$ cat src/rtl/dcx_pkg.sv
package dcx_pkg;
  localparam int WORD_W = 16;
  localparam int CODE_W = 10;
  localparam int PAD_LO = 2;
  localparam int PAD_HI = WORD_W - CODE_W - PAD_LO;

  typedef enum logic [2:0] {
    ST_IDLE,
    ST_LO,
    ST_HI,
    ST_TAIL,
    ST_GAP
  } seq_state_t;

  // Device word: zero head, code, zero tail.
  function automatic logic [WORD_W-1:0] fmt_word(input logic [CODE_W-1:0] code);
    fmt_word = {{PAD_HI{1'b0}}, code, {PAD_LO{1'b0}}};
  endfunction

  // System cycles from the start edge to the done pulse.
  function automatic int frame_cycles(input int n_dev, input int half_div);
    frame_cycles = (2 * WORD_W * n_dev + 2) * half_div;
  endfunction
endpackage

$ cat src/rtl/dcx_halftick.sv
module dcx_halftick #(
  parameter int HALF_DIV = 2
) (
  input  logic clk,
  input  logic rst_n,
  input  logic run,
  output logic tick
);
  localparam int CW = (HALF_DIV > 1) ? $clog2(HALF_DIV) : 1;
  localparam logic [CW-1:0] LAST = CW'(HALF_DIV - 1);

  logic [CW-1:0] cnt;

  always_ff @(posedge clk or negedge rst_n) begin
    if (!rst_n)                   cnt <= '0;
    else if (!run || cnt == LAST) cnt <= '0;
    else                          cnt <= cnt + 1'b1;
  end

  assign tick = run && (cnt == LAST);
endmodule

$ cat src/rtl/dcx_seq.sv
module dcx_seq
  import dcx_pkg::*;
#(
  parameter int TOT_BITS = 32
) (
  input  logic                clk,
  input  logic                rst_n,
  input  logic                start,
  input  logic                tick,
  input  logic [TOT_BITS-1:0] frame_bits,
  output logic                busy,
  output logic                load,
  output logic                sample,
  output logic                sclk,
  output logic                cs_n,
  output logic                mosi,
  output logic                done
);
  localparam int BW = $clog2(TOT_BITS);
  localparam logic [BW-1:0] LAST_BIT = BW'(TOT_BITS - 1);

  seq_state_t          state;
  logic [TOT_BITS-1:0] sr;
  logic [BW-1:0]       bit_cnt;
  logic                last_bit;

  assign busy     = (state != ST_IDLE);
  assign load     = start && !busy;
  assign sample   = tick && (state == ST_LO);
  assign last_bit = (bit_cnt == LAST_BIT);
  assign mosi     = sr[TOT_BITS-1];

  always_ff @(posedge clk or negedge rst_n) begin
    if (!rst_n) begin
      state   <= ST_IDLE;
      sr      <= '0;
      bit_cnt <= '0;
      sclk    <= 1'b0;
      cs_n    <= 1'b1;
      done    <= 1'b0;
    end else begin
      done <= 1'b0;
      case (state)
        ST_IDLE: if (start) begin
          sr      <= frame_bits;
          bit_cnt <= '0;
          cs_n    <= 1'b0;
          state   <= ST_LO;
        end
        ST_LO: if (tick) begin
          sclk  <= 1'b1;
          state <= ST_HI;
        end
        ST_HI: if (tick) begin
          sclk <= 1'b0;
          sr   <= {sr[TOT_BITS-2:0], 1'b0};
          if (last_bit) state <= ST_TAIL;
          else begin
            bit_cnt <= bit_cnt + 1'b1;
            state   <= ST_LO;
          end
        end
        ST_TAIL: if (tick) begin
          cs_n  <= 1'b1;
          state <= ST_GAP;
        end
        ST_GAP: if (tick) begin
          done  <= 1'b1;
          state <= ST_IDLE;
        end
        default: state <= ST_IDLE;
      endcase
    end
  end
endmodule

$ cat src/rtl/dcx_echo.sv
module dcx_echo #(
  parameter int TOT_BITS = 32
) (
  input  logic                clk,
  input  logic                rst_n,
  input  logic                load,
  input  logic [TOT_BITS-1:0] frame_bits,
  input  logic                verify_en,
  input  logic                sample,
  input  logic                miso,
  output logic                mismatch
);
  logic [TOT_BITS-1:0] prev_bits;
  logic [TOT_BITS-1:0] exp_sr;
  logic                have_prev;
  logic                armed;

  always_ff @(posedge clk or negedge rst_n) begin
    if (!rst_n) begin
      prev_bits <= '0;
      exp_sr    <= '0;
      have_prev <= 1'b0;
      armed     <= 1'b0;
      mismatch  <= 1'b0;
    end else if (load) begin
      exp_sr    <= prev_bits;
      prev_bits <= frame_bits;
      armed     <= verify_en && have_prev;
      have_prev <= 1'b1;
      mismatch  <= 1'b0;
    end else if (sample) begin
      exp_sr <= {exp_sr[TOT_BITS-2:0], 1'b0};
      if (armed && (miso != exp_sr[TOT_BITS-1])) mismatch <= 1'b1;
    end
  end
endmodule

$ cat src/rtl/dac_chain_host.sv
module dac_chain_host
  import dcx_pkg::*;
#(
  parameter int N_DEV    = 2,
  parameter int HALF_DIV = 2
) (
  input  logic                    clk,
  input  logic                    rst_n,
  input  logic                    start,
  input  logic [N_DEV*CODE_W-1:0] codes,
  input  logic                    verify_en,
  output logic                    busy,
  output logic                    done,
  output logic                    mismatch,
  output logic                    sclk,
  output logic                    cs_n,
  output logic                    mosi,
  input  logic                    miso
);
  localparam int TOT_BITS = WORD_W * N_DEV;

  logic [TOT_BITS-1:0] frame_bits;
  logic                half_tick;
  logic                frame_load;
  logic                rise_sample;

  // Device N_DEV-1 occupies the top word so that it leaves first.
  for (genvar g = 0; g < N_DEV; g++) begin : g_word
    assign frame_bits[g*WORD_W +: WORD_W] = fmt_word(codes[g*CODE_W +: CODE_W]);
  end

  dcx_halftick #(.HALF_DIV(HALF_DIV)) u_tick (
    .clk(clk), .rst_n(rst_n), .run(busy), .tick(half_tick)
  );

  dcx_seq #(.TOT_BITS(TOT_BITS)) u_seq (
    .clk(clk), .rst_n(rst_n), .start(start), .tick(half_tick),
    .frame_bits(frame_bits), .busy(busy), .load(frame_load),
    .sample(rise_sample), .sclk(sclk), .cs_n(cs_n), .mosi(mosi), .done(done)
  );

  dcx_echo #(.TOT_BITS(TOT_BITS)) u_echo (
    .clk(clk), .rst_n(rst_n), .load(frame_load), .frame_bits(frame_bits),
    .verify_en(verify_en), .sample(rise_sample), .miso(miso), .mismatch(mismatch)
  );
endmodule

$ cat config.mk
export PLATFORM = sky130hd
export DESIGN_NAME = dac_chain_host
export DESIGN_NICKNAME = d
export VERILOG_FILES = /design/src/rtl/dcx_pkg.sv /design/src/rtl/dcx_halftick.sv /design/src/rtl/dcx_seq.sv /design/src/rtl/dcx_echo.sv /design/src/rtl/dac_chain_host.sv
export SDC_FILE = /design/constraint.sdc
export NUM_CORES = 1
export LEC_CHECK = 0
export ABC_CLOCK_PERIOD_IN_PS = 5200
export BUFFER_PORTS_ARGS = -buffer_cell sky130_fd_sc_hd__buf_2
export CORE_MARGIN = 1
export CORE_UTILIZATION = 64
export DETAILED_ROUTE_END_ITERATION = 10
export GPL_ROUTABILITY_DRIVEN = 0
export PLACE_DENSITY = 0.95
export SYNTH_ARGS = -nofsm -noshare
export SYNTH_HDL_FRONTEND = slang
export SYNTH_SLANG_ARGS = --single-unit
$ cat constraint.sdc
create_clock -name clk -period 5.2 [get_ports clk]
set_input_delay 0.52 -clock clk [delete_from_list [all_inputs] [get_ports clk]]
set_output_delay 0.52 -clock clk [all_outputs]
set_load 0.01 [all_outputs]
# [Word-level counts from Yosys, hierarchy flattened]
# Index checks and enable logic that the tools add are counted.
[word_totals] regBits=99 latchBits=0 mem_bits_rw=0 rom_bits=0 in_bits=25 output_inout_bits=6 elab_cells=73 memories=0
[classes] addsub=2 n_mul=0 n_div=0 magnitude_cmp=0 eq_ne=12 shifts=0 mux=27 n_bitwise=0 n_reduce_logical=20
[ops] operator="$mux W32" count=4
[ops] operator="$pmux W32 S2" count=1
[ops] operator="$mux W3" count=5
[ops] operator="$mux W5" count=3
[ops] operator="$pmux W3 S5" count=1
[ops] operator="$pmux W5 S2" count=1
[ops] operator="$reduce_bool A2 Y1" count=5
[ops] operator="$mux W1" count=9
[ops] operator="$reduce_and A3 Y1" count=3
[ops] operator="$ne A2 B1 Y1 const B" count=4
[ops] operator="$eq A3 B2 Y1 const B" count=2
[ops] operator="$add A5 B1 Y5 const B" count=1
[ops] operator="$eq A5 B5 Y1 const B" count=1
[ops] operator="$logic_and A1 B1 Y1" count=5
[ops] operator="$reduce_and A5 Y1" count=1
[ops] operator="$ne A2 B2 Y1 const B" count=2
[ops] operator="$pmux W1 S2" count=2
[ops] operator="$reduce_and A4 Y1" count=1
[ops] operator="$eq A3 B1 Y1 const B" count=1
[ops] operator="$eq A3 B3 Y1 const B" count=1
[ops] operator="$logic_not A3 Y1" count=1
[ops] operator="$reduce_bool A3 Y1" count=1
[ops] operator="$mux W2" count=1
[ops] operator="$reduce_and A2 Y1" count=1
[ops] operator="other kinds (4)" count=4

# [Logic depth before layout (Yosys ltp)]
[logic_depth] depth_word=5 ltp_mapped=7 ltp_nobuf=6

# [Hierarchy]
# A second synthesis with hierarchy kept.
[hier_totals] cells_unflattened=426 area_unflattened_um2=5113.7
[modules_own_cells] module="dcx_echo" instances=1 cells_per_inst=218 area_each_um2=2889.0 seq_area_each_um2=1676.6
[modules_own_cells] module="dcx_seq" instances=1 cells_per_inst=204 area_each_um2=2179.6 seq_area_each_um2=1077.3
[modules_own_cells] module="dcx_halftick" instances=1 cells_per_inst=3 area_each_um2=41.3 seq_area_each_um2=25.0
[modules_own_cells] module="dac_chain_host" instances=1 cells_per_inst=1 area_each_um2=3.8 seq_area_each_um2=0.0

# [Worst setup path before layout]
# Ideal clock, no wire load.
[synth_path] kind="flip-flop to flip-flop" from="register u_seq.bit_cnt[0]" to="register u_seq.bit_cnt[3]" setup_time_ns=0.126 arrival_time_ns=1.612 required_time_ns=5.074 slack_ns=3.462 path_stages_with_launch=7 path_buffers=0 period_less_slack_ns=1.738 path_cell_list="dfrtp_1 -> ha_1 -> and3_1 -> ha_1 -> and3b_1 -> o21ai_1 -> a221o_1"
[synth_between] elab_chain_len=4 word_cells_on_any_way=7 cone_classes="add/sub (1); eq/ne (2); mux (3); reduce/logical (1)"
[synth_lines] element="from (decl)" line_no="dcx_seq.sv:24" text="logic [BW-1:0] bit_cnt;"
[synth_lines] element="from (signal assigned)" line_no="dcx_seq.sv:59" text="bit_cnt <= bit_cnt + 1'b1;"
[synth_lines] element="$add A5 B1 Y5" line_no="dcx_seq.sv:59"
[synth_lines] element="$mux W5" line_no="dcx_seq.sv:57" text="if (last_bit) state <= ST_TAIL;"
[synth_lines] element="$mux W5" line_no="dcx_seq.sv:54" text="ST_HI: if (tick) begin"
[synth_lines] element="$pmux W5 S2" line_no="dcx_seq.sv:43" text="case (state)"
# Parallel ways exist; a longest one is shown, timed or not. The select of a mux whose other input is x is not followed.
# A chain may end at the register's enable or synchronous reset.

# [Final worst setup path]
[layout_path] from="register u_seq.state[1]" to="register u_seq.sr[13]"
[layout_between] elab_chain_len=4 word_cells_on_any_way=9 cone_classes="eq/ne (3); mux (1); reduce/logical (5)"
[layout_lines] element="from (decl)" line_no="dcx_seq.sv:22" text="seq_state_t state;"
[layout_lines] element="from (signal assigned)" line_no="dcx_seq.sv:35" text="state <= ST_IDLE;"
[layout_lines] element="from (signal assigned)" line_no="dcx_seq.sv:48" text="state <= ST_LO;"
[layout_lines] element="from (signal assigned)" line_no="dcx_seq.sv:52" text="state <= ST_HI;"
[layout_lines] element="$reduce_bool A3 Y1" line_no="dcx_seq.sv:27" text="assign busy = (state != ST_IDLE);"
[layout_lines] element="$logic_and A1 B1 Y1" line_no="dcx_halftick.sv:20" text="assign tick = run && (cnt == LAST);"
[layout_lines] element="$ne A2 B1 Y1 (no source line)"
[layout_lines] element="$reduce_and A3 Y1 (no source line)"
[layout_lines] element="to (signal assigned)" line_no="dcx_seq.sv:45" text="sr <= frame_bits;"
[layout_lines] element="to (signal assigned)" line_no="dcx_seq.sv:56" text="sr <= {sr[TOT_BITS-2:0], 1'b0};"
[layout_lines] element="to (decl)" line_no="dcx_seq.sv:23" text="logic [TOT_BITS-1:0] sr;"
# Parallel ways exist; a longest one is shown, timed or not.

==> reports/metrics.cfg <==
[status]
outcome=finished clean

[placed_design]
portBuffers=30
hpwl_mm=4.83

[cts]
insertion_delay_ns=0.35
cts_tree=yes
cts_resized=0
clock_sink_count=95
clock_path_buffers=2
htree_levels=3
path_clk_slew_ns=0.09
cts-root-buf=clkbuf_8
post-cts-setup-buffer-count=0
cts_made_buffers=9
ctsHoldBuffers=0

[die]
die_h_um=82.8
die_x_um=82.8
dieArea_um2=6850
core_area_um2=6310
start_util=0.662
row_count=29
ios=31

[synth]
synth_ff_type=dfrtp_1
synth_fp_nets=362
yosys_warnings=0
synth-seq-cells=95
syn_inst=335
synthDistinctLibCells=40
synth_edf_count=0
async_reset_ff_frac=1.00
avgSynthCellArea_um2=12.5
synthesis.area_um2=4180
seq_area_frac_synth=0.570

[drt]
antenna_left=0
drtIter0Drc=147
vias=2651
firstDrtPassIters=4
wl_per_cell_um=17.1
drc=0
vias_per_cell=6.08
wl_mm=7.46

[power]
power_frac_comb=0.341
power.density_nw_per_um2=589
vdd_drop_max_uv=397
p_sw_frac=0.363
clkPwrFrac=0.180
power_frac_seq=0.479
p_int_mw=1.68
p_switching_uw=960
p_leak_nw=2.12

[critical_path]
worstSetupPathType=register to register
cp_max_fo=22
rrSetupSlack_ns=2.68
endpoint_kind=register
arrival_ns=2.75
cp-start-kind=register
crit_required_ns=5.43

[finish]
final_cell_mix=94 x dfrtp_1, 31 x a22o_1, 29 x buf_2, 21 x a21oi_1
nNetsFinal=381
final_common_cell=dfrtp_1
drive_gt1_frac=0.267
fillers=455
num_antenna_cells=0
area_delta_synth_final_pct=7.43

[min_path]
hp-class=input pin to async pin

[grt]
grt_max_degree=61
first_global_vias=2523
antenna_found_initial=0
grt_usage=0.248
grt_overflow=0
grt_pass1_wl_mm=12.2

[sta]
hold_viol_final=0
rsz0062_at_grt=no
fin_crit_sh=0.484
min_period_ns=2.52
tightest_slew_ns=1.10
slew_headroom=0.268
fin_hold_ws_ns=0.105
fin_skew_ns=0.0109
slew_viol_final=0
setup_viol=0
fmaxAchievable_ghz=0.397
setup-tns-final_ns=0

[flow_run]
cap_viol_max_count=0

## per-stage QoR
step | util | power, mW | worst slack [ns] | cell area (um^2) | std cells
6_report | 0.711 | 2.64 | 2.68 | 4490 | 436
5_1_grt | 0.711 | 2.83 | 2.52 | 4490 | 436
4_1_cts | 0.711 | 2.66 | 2.73 | 4490 | 436
2_1_floorplan | - | 2.01 | 3.46 | 4180 | 335
3_3_place_gp | 0.679 | 2.12 | 2.87 | 4290 | 420
3_5_place_dp | 0.679 | 2.18 | 2.74 | 4290 | 420
## layout make-up
class	instances	area, um^2	share of cell area
clock inverters	7	73.8	0.0165
well taps	77	96.3	0.0215
clock buffers	9	124	0.0276
multi-input cells	198	1560	0.349
flip-flops and latches	95	2380	0.530
inverters	14	52.6	0.0117
repair buffers	36	198	0.0441
## flip-flops by register name, summed over array words and instances (netlist names), 3 cells and up
register and count:
u_echo.exp_sr 30, u_echo.prev_bits 20, u_seq.bit_cnt 5, u_seq.state 3
u_seq.sr 30
## metal layers
layer	up-vias	wire length, um	GRT usage
met3	11	274	0.0743
met5	-	0	0
met4	0	114	0.0914
met1	1351	3500	0.345
met2	47	3570	0.370
li1	1242	-	-
## synthesized netlist by cell type, types with 2 or more instances
library cell / instances / area, um^2
dfrtp_1: 94 / 2350
a22o_1: 31 / 272
a21oi_1: 21 / 105
mux2_2: 20 / 225
mux2i_1: 20 / 200
a21o_1: 19 / 143
a21oi_2: 19 / 166
o21ai_0: 17 / 85.1
inv_1: 14 / 52.6
buf_2: 13 / 65.1
nand4_1: 10 / 62.6
buf_4: 6 / 45.0
nor2_1: 6 / 22.5
buf_6: 5 / 56.3
nor2b_1: 4 / 25.0
and2_1: 3 / 18.8
and3_1: 3 / 18.8
clkbuf_1: 3 / 11.3
nand2_1: 3 / 11.3
and3b_1: 2 / 17.5
ha_1: 2 / 25.0
nand3_1: 2 / 10.0
## critical path: stages, from the launching register on
cell and delay (ns):
dfrtp_1 0.78, mux2_2 0.55, and2_1 0.56, buf_4 0.37
o21ai_0 0.12
## worst paths after layout
check / start / end / depth (start not counted)
min in group clk: verify_en / u_echo.armed / 3
min: rst_n / u_echo.prev_bits[26] / 1
min reg2reg: u_echo.have_prev / u_echo.have_prev / 1
max in group asynchronous: rst_n / u_echo.exp_sr[17] / 2
max reg2reg: u_seq.state[1] / u_seq.sr[13] / 4
max: u_seq.state[1] / u_seq.sr[13] / 4
## cell families (layout without fill, tap and decap cells)
| logic type | count (synthesis) | count (layout) | share of synthesized area |
|---|---|---|---|
| and+or+nand+nor | 41 | 41 | 0.0656 |
| xor gates and xnor gates | 1 | 1 | 0.00210 |
| DFF | 95 | 95 | 0.570 |
| muxes | 41 | 41 | 0.105 |
| AOI/OAI and AO/OA | 113 | 113 | 0.196 |
| buffers and inverters | 42 | 66 | 0.0560 |
| adders and majority gates | 2 | 2 | 0.00599 |
## power by group through the flow
| stage | clock network (mW) | logic (mW) | registers, mW |
|---|---|---|---|
| global route | 0.526 | 0.997 | 1.30 |
| CTS | 0.490 | 0.914 | 1.26 |
| floorplan | 0 | 0.838 | 1.18 |
| detailed placement | 0 | 0.913 | 1.27 |
| global placement | 0 | 0.861 | 1.25 |
| finish | 0.477 | 0.902 | 1.27 |
No activity file was read; power rests on OpenSTA's default activity.
